===== src/rtl/fm_rx_pkg.sv =====
package fm_rx_pkg;
  localparam int BYTE_W      = 8;
  localparam int FRAME_BYTES = 3;
  localparam int FRAME_BITS  = BYTE_W * FRAME_BYTES;
  localparam int BITCNT_W    = 8;

  typedef logic [BYTE_W-1:0] fbyte_t;

  // Bit 0 of the packed vector is the first bit on air.
  typedef struct packed {
    fbyte_t check;
    fbyte_t value;
    fbyte_t addr;
  } frame_t;
endpackage


===== src/rtl/fm_tick_gen.sv =====
module fm_tick_gen #(
  parameter int DIV = 16
) (
  input  logic clk,
  input  logic rst_n,
  output logic tick_o
);
  generate
    if (DIV <= 1) begin : g_every
      logic unused_ok;
      assign unused_ok = clk ^ rst_n;
      assign tick_o = 1'b1;
    end else begin : g_div
      localparam int CW = $clog2(DIV);
      logic [CW-1:0] cnt_q, cnt_d;
      logic          tick_d;

      always_comb begin
        tick_d = 1'b0;
        cnt_d  = cnt_q + 1'b1;
        if (cnt_q == CW'(DIV - 1)) begin
          cnt_d  = '0;
          tick_d = 1'b1;
        end
      end

      always_ff @(posedge clk or negedge rst_n) begin
        if (!rst_n) begin
          cnt_q <= '0;
        end else begin
          cnt_q <= cnt_d;
        end
      end

      assign tick_o = tick_d;
    end
  endgenerate
endmodule


===== src/rtl/fm_edge_filter.sv =====
module fm_edge_filter #(
  parameter int RUN_LEN = 4
) (
  input  logic clk,
  input  logic rst_n,
  input  logic tick_i,
  input  logic raw_i,
  output logic edge_o
);
  localparam int CW = $clog2(RUN_LEN + 1);

  logic [1:0]    meta_q;
  logic          run_lvl_q, run_lvl_d;
  logic [CW-1:0] run_cnt_q, run_cnt_d;
  logic          acc_q, acc_d;
  logic          edge_d;

  // Run counter restarts on every level change of the sampled input and
  // saturates at RUN_LEN; a transition is reported only when a run of the
  // required length differs from the last accepted level.
  always_comb begin
    run_lvl_d = run_lvl_q;
    run_cnt_d = run_cnt_q;
    acc_d     = acc_q;
    edge_d    = 1'b0;
    if (tick_i) begin
      if (meta_q[1] != run_lvl_q) begin
        run_lvl_d = meta_q[1];
        run_cnt_d = CW'(1);
      end else if (run_cnt_q != CW'(RUN_LEN)) begin
        run_cnt_d = run_cnt_q + 1'b1;
      end
      if ((run_cnt_d == CW'(RUN_LEN)) && (run_lvl_d != acc_q)) begin
        edge_d = 1'b1;
        acc_d  = run_lvl_d;
      end
    end
  end

  always_ff @(posedge clk or negedge rst_n) begin
    if (!rst_n) begin
      meta_q    <= '0;
      run_lvl_q <= 1'b0;
      run_cnt_q <= CW'(RUN_LEN);
      acc_q     <= 1'b0;
    end else begin
      meta_q    <= {meta_q[0], raw_i};
      run_lvl_q <= run_lvl_d;
      run_cnt_q <= run_cnt_d;
      acc_q     <= acc_d;
    end
  end

  assign edge_o = edge_d;
endmodule


===== src/rtl/fm_bit_decoder.sv =====
module fm_bit_decoder #(
  parameter int ONE_TICKS  = 75,
  parameter int LOSS_TICKS = 150,
  parameter int TW         = 8
) (
  input  logic clk,
  input  logic rst_n,
  input  logic tick_i,
  input  logic edge_i,
  output logic restart_o,
  output logic bit_vld_o,
  output logic bit_val_o,
  output logic sync_o
);
  localparam logic [TW-1:0] TMAX = {TW{1'b1}};

  logic          sync_q, sync_d;
  logic          half_q, half_d;
  logic [TW-1:0] tmr_q, tmr_d;
  logic [TW-1:0] elapsed;
  logic          restart_d, bvld_d, bval_d;

  assign elapsed = (tmr_q == TMAX) ? tmr_q : tmr_q + 1'b1;

  always_comb begin
    sync_d    = sync_q;
    half_d    = half_q;
    tmr_d     = tmr_q;
    restart_d = 1'b0;
    bvld_d    = 1'b0;
    bval_d    = 1'b0;
    if (tick_i) begin
      tmr_d = elapsed;
      if (edge_i) begin
        if (!sync_q) begin
          sync_d    = 1'b1;
          half_d    = 1'b0;
          tmr_d     = '0;
          restart_d = 1'b1;
        end else if (half_q) begin
          bvld_d = 1'b1;
          bval_d = 1'b0;
          half_d = 1'b0;
          tmr_d  = '0;
        end else if (elapsed >= TW'(ONE_TICKS)) begin
          bvld_d = 1'b1;
          bval_d = 1'b1;
          tmr_d  = '0;
        end else begin
          half_d = 1'b1;
          tmr_d  = TW'(ONE_TICKS);
        end
      end else if (sync_q && (elapsed >= TW'(LOSS_TICKS))) begin
        sync_d = 1'b0;
        half_d = 1'b0;
      end
    end
  end

  always_ff @(posedge clk or negedge rst_n) begin
    if (!rst_n) begin
      sync_q <= 1'b0;
      half_q <= 1'b0;
      tmr_q  <= '0;
    end else begin
      sync_q <= sync_d;
      half_q <= half_d;
      tmr_q  <= tmr_d;
    end
  end

  assign restart_o = restart_d;
  assign bit_vld_o = bvld_d;
  assign bit_val_o = bval_d;
  assign sync_o    = sync_q;
endmodule


===== src/rtl/fm_frame_assembler.sv =====
module fm_frame_assembler
  import fm_rx_pkg::*;
#(
  parameter logic [7:0] ADDR_BASE = 8'hA0,
  parameter int         NUM_OUT   = 4,
  parameter int         SW        = 2
) (
  input  logic          clk,
  input  logic          rst_n,
  input  logic          restart_i,
  input  logic          bit_vld_i,
  input  logic          bit_val_i,
  output logic          frame_ok_o,
  output logic [SW-1:0] sel_o,
  output logic          on_o
);
  logic [FRAME_BITS-1:0] sr_q, sr_d;
  logic [BITCNT_W-1:0]   cnt_q, cnt_d;
  logic                  chk_q, chk_d;
  frame_t                frm;
  fbyte_t                sum, offset;

  always_comb begin
    sr_d  = sr_q;
    cnt_d = cnt_q;
    chk_d = 1'b0;
    if (restart_i) begin
      cnt_d = '0;
    end else if (bit_vld_i) begin
      sr_d  = {bit_val_i, sr_q[FRAME_BITS-1:1]};
      cnt_d = (cnt_q == {BITCNT_W{1'b1}}) ? cnt_q : cnt_q + 1'b1;
      chk_d = (cnt_q == BITCNT_W'(FRAME_BITS - 1));
    end
  end

  always_ff @(posedge clk or negedge rst_n) begin
    if (!rst_n) begin
      sr_q  <= '0;
      cnt_q <= '0;
      chk_q <= 1'b0;
    end else begin
      sr_q  <= sr_d;
      cnt_q <= cnt_d;
      chk_q <= chk_d;
    end
  end

  assign frm    = frame_t'(sr_q);
  assign sum    = frm.addr + frm.value + frm.check;
  assign offset = frm.addr - ADDR_BASE;

  assign frame_ok_o = chk_q && (sum == '0) && (offset < BYTE_W'(NUM_OUT));
  assign sel_o      = offset[SW-1:0];
  assign on_o       = frm.value[BYTE_W-1];
endmodule


===== src/rtl/fm_out_latch.sv =====
module fm_out_latch #(
  parameter int NUM_OUT = 4,
  parameter int SW      = 2
) (
  input  logic               clk,
  input  logic               rst_n,
  input  logic               load_i,
  input  logic [SW-1:0]      sel_i,
  input  logic               on_i,
  output logic [NUM_OUT-1:0] q_o
);
  generate
    for (genvar g = 0; g < NUM_OUT; g++) begin : g_chan
      logic q_q, q_d;

      always_comb begin
        q_d = q_q;
        if (load_i && (sel_i == SW'(g))) begin
          q_d = on_i;
        end
      end

      always_ff @(posedge clk or negedge rst_n) begin
        if (!rst_n) begin
          q_q <= 1'b0;
        end else begin
          q_q <= q_d;
        end
      end

      assign q_o[g] = q_q;
    end
  endgenerate
endmodule


===== src/rtl/fm_frame_rx.sv =====
module fm_frame_rx #(
  parameter int         CLK_HZ      = 4_000_000,
  parameter int         TICK_US     = 4,
  parameter int         ONE_MIN_US  = 300,
  parameter int         LOSS_US     = 600,
  parameter int         RUN_LEN     = 4,
  parameter logic [7:0] ADDR_BASE   = 8'hA0,
  parameter int         NUM_OUT     = 4
) (
  input  logic               clk,
  input  logic               rst_n,
  input  logic               rx_in,
  output logic [NUM_OUT-1:0] chan_q
);
  localparam int TICK_RAW   = (CLK_HZ / 1000) * TICK_US / 1000;
  localparam int TICK_DIV   = (TICK_RAW < 1) ? 1 : TICK_RAW;
  localparam int ONE_TICKS  = ONE_MIN_US / TICK_US;
  localparam int LOSS_TICKS = LOSS_US / TICK_US;
  localparam int TW         = $clog2(LOSS_TICKS + 1);
  localparam int SW         = $clog2(NUM_OUT);

  logic [1:0]    rst_sync_q;
  logic          rst_n_int;
  logic          tick;
  logic          flt_edge;
  logic          dec_restart, dec_bit_vld, dec_bit_val, dec_sync;
  logic          frame_ok;
  logic [SW-1:0] frame_sel;
  logic          frame_on;

  always_ff @(posedge clk or negedge rst_n) begin
    if (!rst_n) begin
      rst_sync_q <= '0;
    end else begin
      rst_sync_q <= {rst_sync_q[0], 1'b1};
    end
  end
  assign rst_n_int = rst_sync_q[1];

  fm_tick_gen #(.DIV(TICK_DIV)) u_tick (
    .clk    (clk),
    .rst_n  (rst_n_int),
    .tick_o (tick)
  );

  fm_edge_filter #(.RUN_LEN(RUN_LEN)) u_filter (
    .clk    (clk),
    .rst_n  (rst_n_int),
    .tick_i (tick),
    .raw_i  (rx_in),
    .edge_o (flt_edge)
  );

  fm_bit_decoder #(
    .ONE_TICKS  (ONE_TICKS),
    .LOSS_TICKS (LOSS_TICKS),
    .TW         (TW)
  ) u_decoder (
    .clk       (clk),
    .rst_n     (rst_n_int),
    .tick_i    (tick),
    .edge_i    (flt_edge),
    .restart_o (dec_restart),
    .bit_vld_o (dec_bit_vld),
    .bit_val_o (dec_bit_val),
    .sync_o    (dec_sync)
  );

  fm_frame_assembler #(
    .ADDR_BASE (ADDR_BASE),
    .NUM_OUT   (NUM_OUT),
    .SW        (SW)
  ) u_frame (
    .clk        (clk),
    .rst_n      (rst_n_int),
    .restart_i  (dec_restart),
    .bit_vld_i  (dec_bit_vld),
    .bit_val_i  (dec_bit_val),
    .frame_ok_o (frame_ok),
    .sel_o      (frame_sel),
    .on_o       (frame_on)
  );

  fm_out_latch #(.NUM_OUT(NUM_OUT), .SW(SW)) u_latch (
    .clk    (clk),
    .rst_n  (rst_n_int),
    .load_i (frame_ok),
    .sel_i  (frame_sel),
    .on_i   (frame_on),
    .q_o    (chan_q)
  );
endmodule


===== config.mk =====
export PLATFORM = sky130hd
export DESIGN_NAME = fm_frame_rx
export DESIGN_NICKNAME = d
export VERILOG_FILES = /design/src/rtl/fm_rx_pkg.sv /design/src/rtl/fm_tick_gen.sv /design/src/rtl/fm_edge_filter.sv /design/src/rtl/fm_bit_decoder.sv /design/src/rtl/fm_frame_assembler.sv /design/src/rtl/fm_out_latch.sv /design/src/rtl/fm_frame_rx.sv
export SDC_FILE = /design/constraint.sdc
export NUM_CORES = 1
export LEC_CHECK = 0
export BUFFER_PORTS_ARGS = -buffer_cell sky130_fd_sc_hd__buf_2
export CORE_ASPECT_RATIO = 0.8
export CORE_UTILIZATION = 50
export DETAILED_ROUTE_END_ITERATION = 8
export GPL_TIMING_DRIVEN = 0
export PLACE_DENSITY = 0.74
export SLEW_MARGIN = 5
export SYNTH_ARGS = -nofsm -noshare
export SYNTH_HDL_FRONTEND = slang
export SYNTH_SLANG_ARGS = --single-unit

===== constraint.sdc =====
create_clock -name clk -period 2.4 [get_ports clk]
set_clock_uncertainty 0.05 [all_clocks]
set_input_delay 0.24 -clock clk [delete_from_list [all_inputs] [get_ports clk]]
set_output_delay 0.24 -clock clk [all_outputs]
set_load 0.01 [all_outputs]

* After elaboration in Yosys (flattened, before gate mapping)
Index checks and enable logic that the tools add are counted.
** Word-level totals
- Bits of input ports :: 3
- Flip-flop bits (word level) :: 60
** Cells by class
- Bitwise gates (word level) :: 1
- Muxes and demuxes :: 37
- Reduce and logical (&&, ||, !) cells :: 16
- Add/subtract/negate cells :: 7
- $lt $le $gt $ge :: 3
- Equal/unequal tests :: 12
** Operators with widths (count)
- 2-to-1 mux 8 bit :: 7
- 2-to-1 mux 1 bit :: 25
- adder 8 x 1 -> 8 bit (second input constant) :: 2
- adder 8 bit :: 2
- equality test 8 bit (second input constant) :: 2
- 2-to-1 mux 3 bit :: 3
- equality test 8 x 5 -> 1 bit (second input constant) :: 1
- greater-or-equal comparator 8 x 7 -> 1 bit (second input constant) :: 1
- greater-or-equal comparator 8 bit (second input constant) :: 1
- logical AND 1 bit :: 8
- logical NOT 8 bit :: 1
- < comparator 8 x 3 -> 1 bit (second input constant) :: 1
- AND reduction 2 bit :: 4
- subtractor 8 bit (second input constant) :: 1
- 2-to-1 mux 7 bit :: 1
- adder 4 x 1 -> 4 bit (second input constant) :: 1
- equality test 2 bit (second input constant) :: 2
- equality test 4 bit (second input constant) :: 1
- 2-to-1 mux 4 bit :: 1
- nonzero test 2 bit :: 2
- adder 3 x 1 -> 3 bit (second input constant) :: 1
- equality test 3 bit (second input constant) :: 1
- != test 3 bit (second input constant) :: 1
- equality test 2 x 1 -> 1 bit (second input constant) :: 1
- other kinds (4) :: 5

* Longest topological paths before layout
Gate-level depths: netlist of the first run.
- Word-level depth :: 12
- Depth in mapped cells :: 13
- Depth with buffers taken out :: 13

* Modules after synthesis
Synthesis of the first run repeated with hierarchy kept, for this count alone.
** Second synthesis, totals
- Cell total of the unflattened synthesis :: 328
- Area, all modules :: 3512.1 um^2
** Modules (own cells, without submodules)
- fm_frame_assembler :: cells each 151, instances 1, seq. area each 825.8 um^2, area each 1835.5 um^2
- fm_bit_decoder :: cells each 107, instances 1, seq. area each 250.2 um^2, area each 857.1 um^2
- fm_edge_filter :: cells each 38, instances 1, seq. area each 176.4 um^2, area each 389.1 um^2
- fm_out_latch :: cells each 16, instances 1, seq. area each 100.1 um^2, area each 207.7 um^2
- fm_tick_gen :: cells each 13, instances 1, seq. area each 100.1 um^2, area each 168.9 um^2
- fm_frame_rx :: cells each 3, instances 1, seq. area each 50.0 um^2, area each 53.8 um^2

* Least setup slack after synthesis of the first run
Ideal clock, no wire load.
- Path kind :: register to register
- Start point :: register u_frame.sr_q[1] (netlist: u_frame.frm[1])
- End point :: register u_latch.g_chan[1].q_q
- Buffers on the path :: 0
- Arrival time :: 2822 ps
- Clock period less this slack :: 2997 ps
- Stages on the path, launching flop included :: 10
- Slack :: -597 ps
- Required time :: 2225 ps
- Path through :: dfrtp_1 fa_1 ha_1 inv_1 fa_1 nand4_1 or4_1 nor4_2 nand4b_1 mux2_2
** Between the ends
- Cells in the longest elaborated chain, start to end :: 6
- Elaborated cells between the ends (all ways) :: 9
- Classes of those cells :: add/sub: 3; order compare: 1; eq/ne: 1; reduce/logical: 4
** RTL lines
- from (decl) :: line fm_frame_assembler.sv:17 : logic [FRAME_BITS-1:0] sr_q, sr_d;
- from (signal assigned) :: line fm_frame_assembler.sv:42 : sr_q <= sr_d;
- adder 8 bit (2 in series) :: line fm_frame_assembler.sv:49 : assign sum = frm.addr + frm.value + frm.check;
- logical NOT 8 bit :: line fm_frame_assembler.sv:52 : assign frame_ok_o = chk_q && (sum == '0) && (offset < BYTE_W'(NUM_OUT));
- logical AND 1 bit (2 in series) :: line fm_frame_assembler.sv:52
- logical AND 1 bit * :: line fm_out_latch.sv:18 : if (load_i && (sel_i == SW'(g))) begin
- to (signal assigned) :: line fm_out_latch.sv:27 : q_q <= q_d;
- to (decl) :: line fm_out_latch.sv:14 : logic q_q, q_d;
Mark *: on every way between the ends. The rest lies on a longest branch, timed or not.
A chain may end at the register's enable or synchronous reset.

* Worst setup path in the final report of the first run
- Start point :: register u_frame.sr_q[1] (netlist: u_frame.frm[1])
- End point :: register u_latch.g_chan[3].q_q
** Between the ends
- Cells in the longest elaborated chain, start to end :: 6
- Elaborated cells between the ends (all ways) :: 9
- Classes of those cells :: add/sub: 3; order compare: 1; eq/ne: 1; reduce/logical: 4
** RTL lines (line)
- adder 8 bit (2 in series) :: fm_frame_assembler.sv:49
- logical NOT 8 bit :: fm_frame_assembler.sv:52
- logical AND 1 bit (2 in series) :: fm_frame_assembler.sv:52
- logical AND 1 bit * :: fm_out_latch.sv:18
- to (signal assigned) :: fm_out_latch.sv:27
- to (decl) :: fm_out_latch.sv:14
Marked as above.

==> results of run 1 <==
[Yosys cell counts (all sizes together), types with 2 or more instances]
library cell  instances  area share
nand3b                2      0.0044
o22ai                 4      0.0073
nand4                 6       0.013
nor2                 17       0.019
mux2                 23       0.076
o21ai                21       0.032
nand2                22       0.024
clkbuf                6      0.0066
and2                  4      0.0073
nand3                12       0.018
or4                   2      0.0044
nand2b                5      0.0091
a31o                  2      0.0051
and3                  5      0.0095
mux2i                 3      0.0088
nor3                  4      0.0073
o31ai                 2      0.0044
ha                   14       0.051
xnor2                 7       0.018
xor2                  4       0.010
nor2b                 4      0.0073
a41oi                 2      0.0073
o22a                  2      0.0051
inv                  22       0.024
a21oi                23       0.034
a31oi                 2      0.0036
buf                  10       0.019
o21a                  2      0.0044
fa                    8       0.047
or3                   3      0.0055
dfrtp                59        0.43
o211ai                2      0.0044
[sequential cells by signal (all words and copies together) (netlist names), 2 cells and up]
signal and cells:
u_filter.meta_q 2, rst_sync_q 2, u_tick.g_div.cnt_q 4, u_frame.frm 24
u_latch.g_chan.q_q 4, u_decoder.tmr_q 8, u_filter.run_cnt_q 3, u_frame.cnt_q 8
[area by class of cell]
cell class                      count  area (um^2)
Fill cell                         471         2190
Multi-Input combinational cell    231         1990
Sequential cell                    60         1510
Timing Repair Buffer               35          320
Clock buffer                       12          155
Buffer                             15          113
Tap cell                           84          105
Inverter                           22         82.6
Clock inverter                      4         47.5
[worst min-delay path by stage]
stage          startpoint            end  slack [ns]
6_report            rst_n  rst_sync_q[0]        0.15
5_1_grt             rst_n  rst_sync_q[0]        0.14
2_1_floorplan       rst_n  rst_sync_q[0]       -0.11
3_3_place_gp        rst_n  rst_sync_q[0]       -0.02
4_1_cts             rst_n  rst_sync_q[1]        0.13
3_5_place_dp        rst_n  rst_sync_q[0]       -0.02
[stage by stage]
| step | area [um^2] | setup slack [ns] | setup TNS, ns | power [mW] | instances |
|---|---|---|---|---|---|
| final | 4320 | -0.818 | -7.07 | 2.11 | 463 |
| after global routing | 4320 | -0.879 | -11.23 | 2.20 | 463 |
| after CTS | 4140 | -0.757 | -7.98 | 2.10 | 452 |
| after detailed placement | 3610 | -0.813 | -12.07 | 1.15 | 420 |
| after global placement | 3590 | -0.730 | -15.44 | 1.14 | 419 |
| after floorplan | 3460 | -0.550 | -2.16 | 1.12 | 329 |
[power by group through the flow]
stage / Sequential, mW / Clock (mW) / Combinational (mW)
5_1_grt: 1.05 / 1.02 / 0.133
3_5_place_dp: 1.06 / 0 / 0.0871
2_1_floorplan: 1.07 / 0 / 0.0580
4_1_cts: 1.04 / 0.957 / 0.0958
6_report: 1.04 / 0.944 / 0.122
3_3_place_gp: 1.07 / 0 / 0.0681
[timing repair]
item,4_1_cts,5_1_grt
gates cloned,2,0
pin swaps,15,13
gates resized for setup,48,29
hold buffers,2,0
hold endpoints to repair,3,0
endpoints found under the setup margin,48,47
setup buffers,12,13
[cells by family (layout without fill, tap and decap cells)]
kind of cell               count (synthesis)  in the layout
and+or+nand+nor                           94             94
muxes                                     26             26
DFF                                       60             60
adders and majority gates                 22             22
AOI/OAI and AO/OA                         77             77
buffers and inverters                     38             88
xor gates and xnor gates                  11             11
other                                      1              1
[per-layer routing]
layer	global-route usage	vias to the layer above	part of all wire
met5	0	-	0
met4	0.0742	0	0.015
met3	0.0709	13	0.067
met2	0.325	99	0.47
met1	0.315	1334	0.45
li1	-	1265	-
==> reports/results.txt, run 1 <==
Dividing the detail-routed wire length by the instance count gives 16.9 um. The slew at the pin closest to its max-slew limit came out at 0.560 ns. The share of flip-flops with an asynchronous set or reset after synthesis was 1.00. The simple-gate portion of the synthesized area came out at 0.150.

The area of the die came out at 0.00720 mm^2. Kind of end point of the critical path: a flip-flop. The min-delay analysis places its worst path in the category input pin to async pin. The tools report the initial cell density of the core as 0.527. Setup slack on the worst reg-to-reg path comes out at -0.82 ns. Relative slew slack: 0.627.

The internal power component came out at 1.61 mW. The largest individual stage delay along the critical path comes from the cell sky130_fd_sc_hd__fa_1. The run gives 0 as the residual DRC count.

The tools report the count of nets left with antenna violations after detail routing as 0. By area, the combinational part of the netlist is dominated by compound AO/OA/AOI/OAI gates. The area of the placeable core came out at 0.00651 mm^2. The ratio of routed vias to standard cells was 5.86; the detailed-route wire length was 7830 um. The library cells used most frequently in the layout, excluding fill and tap cells, are sky130_fd_sc_hd__dfrtp_1 (55), sky130_fd_sc_hd__buf_4 (23), sky130_fd_sc_hd__inv_1 (22), sky130_fd_sc_hd__nand2_1 (22), sky130_fd_sc_hd__mux2_4 (19). The clock sink count came out at 60. The delay of the slowest cell on the worst path is 0.55 ns. 7 I/O pins were placed. The utilization of the core after routing was 0.663.

The final critical path time including I/O delays and setup came out at 3.22 ns. The number of buffer and inverter instances along the worst setup path was 1; the total routing usage reported by global routing was 0.223. The total of flip-flops plus latches after synthesis came out at 60. The logs give 0 for the number of hold-slack violations in the final timing report and 2711 for the via count.

Entering global routing, the biggest net connects 39 pins. TritonCTS built the clock tree. The share of the cycle needed by the critical path after routing is 1.34.

Counting the buffers created by CTS gives 9. The required time at the endpoint of the critical path was 2.59 ns; the leakage power was 1.99 nW. Setup repair after global routing could not meet its margin everywhere. The run gives 0.447 as the clock share of power. The run finished, with violations left. The number of stages on the worst setup path was 9; the via count of the first global-routing pass was 2492. The latest clock arrival within the worst-skew pair came out at 0.35 ns.

Setup violations remaining at the end of the flow were counted as 36. By startpoint and endpoint, the worst setup path is classified as flip-flop to flip-flop. Kind of start point of the critical path: a flip-flop.

The global placement routability congestion is 0.858, and the die width is 94.6 um. The buffer cell driving the clock tree root is sky130_fd_sc_hd__clkbuf_8. By instance count, the cell type seen most on the critical path is sky130_fd_sc_hd__nand4_1.

The first global-routing pass estimated 12100 um of wire. The per-instance average area after synthesis came out at 10.4 um^2. The adder-cell area share of the yosys netlist works out to 0.0978. The checks that failed: setup timing.

The fraction of power consumed by combinational cells is 0.058, and the max-cap violation count is 0. The initial antenna violation count came out at 0. The dominant register cell in the synthesized netlist is sky130_fd_sc_hd__dfrtp_1.

In this run, distinct cell masters in the synthesized netlist total 63. Counting every net in the synthesized netlist gives 354. The first detailed-routing pass took 5 iterations.

During synthesis, Yosys emitted a total of 0 warnings. The switching portion of total power came out at 0.237. The total count of max-transition violations in the final report is 0. The floorplan step set the die height to 76.1 um. The clock passes through at most 2 buffers. The standard-cell row count was 26. The most frequent standard cell in the layout excluding fill and tap cells was sky130_fd_sc_hd__dfrtp_1. The tools report the worst setup slack after layout as -0.818 ns. The destination of the worst register-to-register timing path was u_latch.g_chan[3].q_q. The compound-cell area share of the yosys netlist is 0.151, and the register share of total power is 0.495. Input and output buffers added on the ports amount to 6. Measured in cells, the most critical reg-to-reg path has a length of 9. The peak supply drop was 0.342 mV; the net switching component of the power was 0.500 mW. For the post-synthesis instance area, the log shows 0.00343 mm^2. The portion of netlist area occupied by mux cells works out to 0.0843. The tools report the highest achievable clock rate as 311 MHz. The cell count after synthesis came out at 329. At the end of the flow, the number of nets in the layout was 399. In this run, synthesis inferred 0 flip-flops with an integrated enable.

From synthesis to final layout, the design area changed by 25.9%. Global routing finished with a remaining overflow of 0. The run gives 0.438 as the sequential element share of the synthesized area.

Summed over all nets, the half-perimeter wirelength after detailed placement is 4700 um. In this run, the number of DRC markers left after iteration 0 of detailed routing was 256. Along the worst path, the maximum fanout reaches 4. Power spread over the standard cell area amounts to 489 mW/mm^2. Traced cell by cell, the critical path runs through fa_1 -> ha_2 -> inv_1 -> fa_2 -> nand4_1 -> or4_4 -> nor4_4 -> nand4_1 -> mux2_2.

The repair_antennas step left the layout with diodes totalling 0. The critical path ends at u_latch.g_chan[3].q_q. At the worst endpoint, the arrival time is 3.40 ns.

The clock transition time at the flip-flop clock pins of the worst setup and hold paths was 0.07 ns. Kind of cell adding the most delay to the critical path: adder cells. The critical path starts at u_frame.frm[1].

The layout cell share with drive strength beyond 1 is 0.322. The parity-gate share of the synthesized area counting xor and xnor cells works out to 0.0281. In this run the critical register-to-register path is launched from u_frame.frm[1].

The run gives 0.150 ns as the hold slack. CTS H-tree depth: 3.
Note: power is estimated with default switching activity, not from simulation.
==> inputs of run 2 (changes only) <==
- SYNTH_HIERARCHICAL: not set -> 1
- clock period: 2.4 -> 3.1 ns (I/O delays scaled with it)
==> run 2 against run 1 <==
  * The run still ends with setup timing left
  * Design area fell by 6.9%
  * Utilization fell by 5.2 points
  * Register-to-register slack improved by 0.68 ns
  * Sequential share of layout area rose by 2.6 points
  * Maximum frequency fell by 0.53%
  * Sequential power fell by 22%
  * Largest cell class unchanged
==> reports/results.txt, run 2 <==
The flow ran to the end, but the final reports show violations. The final reports fail on setup timing. The register with the most flip-flops in the layout has 24 of them. Power spread over the standard cell area amounts to 382 mW/mm^2. In this run, synthesis inferred 0 flip-flops with an integrated enable. After detailed routing, the number of remaining DRC violations is 0.

The die width was 95.7 um. The tools report the number of hold-slack violations in the final timing report as 0. The relative slew slack was 0.576. The number of nets in the finished design was 382. The area share of the leading cell type in the synthesized netlist is 0.420. The tools report the post-synthesis cell type count as 64.

The cell sitting at the root of the clock tree is a sky130_fd_sc_hd__clkbuf_8. Each instance of the synthesized netlist takes up on average 10.7 um^2. The worst reg-to-reg setup slack is -0.14 ns.

The antenna cell count came out at 0. The library cell used most frequently in the layout, excluding fill and tap cells, is sky130_fd_sc_hd__dfrtp_1. For the highest achievable clock rate, the log shows 309 MHz. The footprint of the multi-input gates was 0.00186 mm^2; the pre-CTS setup slack was -0.401 ns. Registers take 0.00151 mm^2.

The synthesized design contains 60 register bits. The fraction of power consumed by combinational cells was 0.039; the layout cell share with drive strength beyond 1 was 0.290. Counting tap cells, the placed design contains a total of 419 instances. The worst setup slack after layout is -0.135 ns, and the clock share of power is 0.433. The tightest min-delay check is of the input pin to flip-flop type.

The quantity of I/O buffers inserted on ports is 6. Across the run, the number of max-cap violations was 0. The clock transition time at the flip-flop clock pins of the worst setup and hold paths is 0.07 ns. The final critical path time including I/O delays and setup is 3.24 ns. In this run the worst path has a maximum fanout of 3.

The initial DRC count is 226, and the number of buffer and inverter instances along the worst setup path is 2. The run gives 2357 as the via count of the first global-routing pass. Among all stages on the critical path, the largest delay is contributed by sky130_fd_sc_hd__fa_1.

At the pin with the least slew margin, the transition time is 0.636 ns. The share of the cycle needed by the critical path after routing is 1.04, and the average wire per cell in the routed design is 14.7 um. In the layout the commonest cells are sky130_fd_sc_hd__dfrtp_1 (56), sky130_fd_sc_hd__mux2_2 (22), sky130_fd_sc_hd__nor2_1 (21).

Leaving out filler cells and counting taps, the final layout contains 446. The detail route stage leaves a number of antenna-violating nets equal to 0. The net count of the mapped netlist was 353; the via count was 2507. The height of the chip is 77.0 um.

Broken down by cell family, the worst path's largest delay share belongs to adder cells. Cell internal power was estimated by the tool at 1.19 mW. The path with the worst hold slack has its endpoint at u_filter/meta_q[0]. The number of cells traversed by the worst hold path is 1, and the number of top-level design ports is 7.

Entering global routing, the biggest net connects 33 pins. Total routing usage reported by global routing: 0.195. For the CTS H-tree depth, the log shows 3. The ratio of routed vias to standard cells is 5.62, and the number of cells traversed by the worst register-to-register path is 12.

Setup repair after global routing could not meet its margin everywhere. Compared with the post-synthesis result, the final layout area differs by 14.4%. The post-synthesis instance area was 0.00351 mm^2. After synthesis, the cell types taking the most area are sky130_fd_sc_hd__dfrtp_1 (42%), sky130_fd_sc_hd__mux2_2 (7.4%), sky130_fd_sc_hd__ha_1 (5.0%), sky130_fd_sc_hd__fa_1 (4.6%), sky130_fd_sc_hd__xnor2_1 (3.0%). Data on the critical path arrives at its endpoint at 3.40 ns. TritonCTS built the clock tree. The count of yosys warnings during synthesis was 6. The detailed-route wire length came out at 6580 um.

In this design, the stage delay of the slowest critical-path cell is 0.55 ns. The critical path goes through fa_1 -> ha_2 -> inv_2 -> fa_2 -> or2b_1 -> a21oi_2 -> a31oi_1 -> xnor2_1 -> nor4_4 -> buf_4 -> nand3b_1 -> mux2_4. Once layout is done, the placed cells without fillers occupy 0.00402 mm^2.

The layout has 533 filler cells. The tree built by TritonCTS fans out to 60 sinks. The critical path is of the flip-flop to flip-flop type. The total count of max-transition violations in the final report was 0; the area of the placeable core was 0.00657 mm^2.

The cell count after synthesis was 328. The number of clock buffers inserted by TritonCTS was 9; the standard-cell row count was 26. The share of flip-flops with an asynchronous set or reset after synthesis works out to 1.00.

The run gives 0.428 as the sequential element share of the synthesized area. Kind of start point of the critical path: a flip-flop. The register share of total power is 0.527. Peak supply drop: 0.225 mV. Counting instances in the post-synthesis netlist gives the leading cell types as sky130_fd_sc_hd__dfrtp_1 (59), sky130_fd_sc_hd__mux2_2 (23), sky130_fd_sc_hd__inv_1 (21), sky130_fd_sc_hd__nor2_1 (21), sky130_fd_sc_hd__nand2_1 (20). STA puts the critical path data required time at 3.27 ns.

The initial antenna violation count was 0; the area after detailed placement was 0.00369 mm^2. Yosys instantiated no cell more often than sky130_fd_sc_hd__dfrtp_1. The biggest area contributor in the post-synthesis netlist is sky130_fd_sc_hd__dfrtp_1. The worst setup path is captured at a flip-flop. The count of TritonRoute iterations in the first routing pass was 4.

The startpoint identified for the worst hold timing path is rx_in. The worst register-to-register path begins at u_frame/frm[9]. Summed over all nets, the half-perimeter wirelength after detailed placement is 4500 um. Destination of the worst register-to-register timing path: u_latch/g_chan[1].q_q. The total overflow left after global routing is 0.

Setup violations remaining at the end of the flow were counted as 4. Dominant register cell in the synthesized netlist: sky130_fd_sc_hd__dfrtp_1. The global placement routability congestion is 0.867, and the wire length of the first global-routing pass is 11000 um. Summed over all cells, the static leakage comes to 1.92 nW. The initial cell density of the core came out at 0.534. In this run the deepest clock path goes through 2 buffers. The switching portion of total power was 0.228; the area of the die was 0.00737 mm^2. The latest clock arrival within the worst-skew pair came out at 0.33 ns.

For this design the total switching power over the nets is 0.350 mW. The run gives 0.612 as the utilization of the core after routing.
==> run 2: changes by cell type in the layout (fill, tap and decap cells not counted), moves of 4 or more <==
cell,change
sky130_fd_sc_hd__buf_4,-4
sky130_fd_sc_hd__mux2_2,+18
sky130_fd_sc_hd__mux2_4,-16
sky130_fd_sc_hd__nor2_1,+5
sky130_fd_sc_hd__o21ai_0,-8
sky130_fd_sc_hd__xnor2_1,+5
sky130_fd_sc_hd__xor2_1,+4
==> run 2: layout make-up <==
class	instances	share of cell area
clock buffer	11	0.0327
sequential	60	0.375
tap	84	0.0262
buffer	20	0.0383
clock inverter	5	0.0131
multi-input combinational	227	0.462
timing repair buffer	18	0.0336
inverter	21	0.0196
==> run 2: stage by stage <==
step                TNS, ns  hold slack [ns]  power (mW)
floorplan           -0.0641          -0.0356       0.862
global placement      -2.83           0.0451       0.874
detailed placement    -3.58           0.0479       0.880
CTS                  -0.422           0.0204        1.55
global route          -1.18           0.0109        1.61
finish               -0.479           0.0334        1.54
==> run 2: logic make-up (layout without fill, tap and decap cells) <==
group	count (synthesis)	count (layout)	synth area share
compound gates	64	64	0.128
buf+inv	42	75	0.0645
other cells	1	1	0.00107
flops	60	60	0.428
xor+xnor	20	20	0.0499
fa+ha+maj	22	22	0.0955
mux	28	28	0.0898
simple gates	91	92	0.144
==> run 2: worst register-to-register path, delay by kind of cell, from the launching register on <==
kind	cells	cell delay, ns
AND/OR/NAND/NOR	3	0.62
multiplexers	1	0.30
adder cells (fa/ha/maj)	3	1.07
XOR/XNOR	1	0.17
buffers and inverters	2	0.22
flip-flops	1	0.41
AO/OA/AOI/OAI	2	0.28
==> run 2: worst max path at each step <==
stage                          from                     to  slack [ns]  cells past startpoint
finish               u_frame/frm[9]  u_latch/g_chan[1].q_q       -0.14                     12
global route         u_frame/frm[9]  u_latch/g_chan[2].q_q       -0.31                     12
CTS                  u_frame/frm[9]  u_latch/g_chan[0].q_q       -0.12                     11
detailed placement  u_frame/frm[17]  u_latch/g_chan[0].q_q       -0.40                     11
global placement    u_frame/frm[17]  u_latch/g_chan[0].q_q       -0.30                     11
floorplan           u_frame/frm[17]  u_latch/g_chan[0].q_q       -0.06                     11
==> run 2: what timing repair did <==
item,in CTS,in global routing
gates cloned,0,1
resized for setup,6,11
buffers inserted,5,5
endpoints found under the setup margin,30,34
hold endpoints to repair,2,0
hold buffers,1,0
pin swaps,6,2
==> run 2: power by group through the flow <==
| stage | registers, mW | clock network, mW | logic (mW) |
|---|---|---|---|
| after floorplan | 0.826 | 0 | 0.0366 |
| after global placement | 0.832 | 0 | 0.0428 |
| after detailed placement | 0.824 | 0 | 0.0551 |
| after CTS | 0.810 | 0.684 | 0.0568 |
| after global routing | 0.813 | 0.725 | 0.0686 |
| final | 0.810 | 0.665 | 0.0604 |
==> run 2: routing by layer <==
| metal | share of wire | up-vias | global-route usage |
|---|---|---|---|
| met5 | 0 | - | 0 |
| met3 | 0.052 | 6 | 0.0625 |
| met4 | 0.0082 | 0 | 0.0582 |
| met1 | 0.49 | 1221 | 0.271 |
| li1 | - | 1208 | - |
| met2 | 0.45 | 72 | 0.289 |
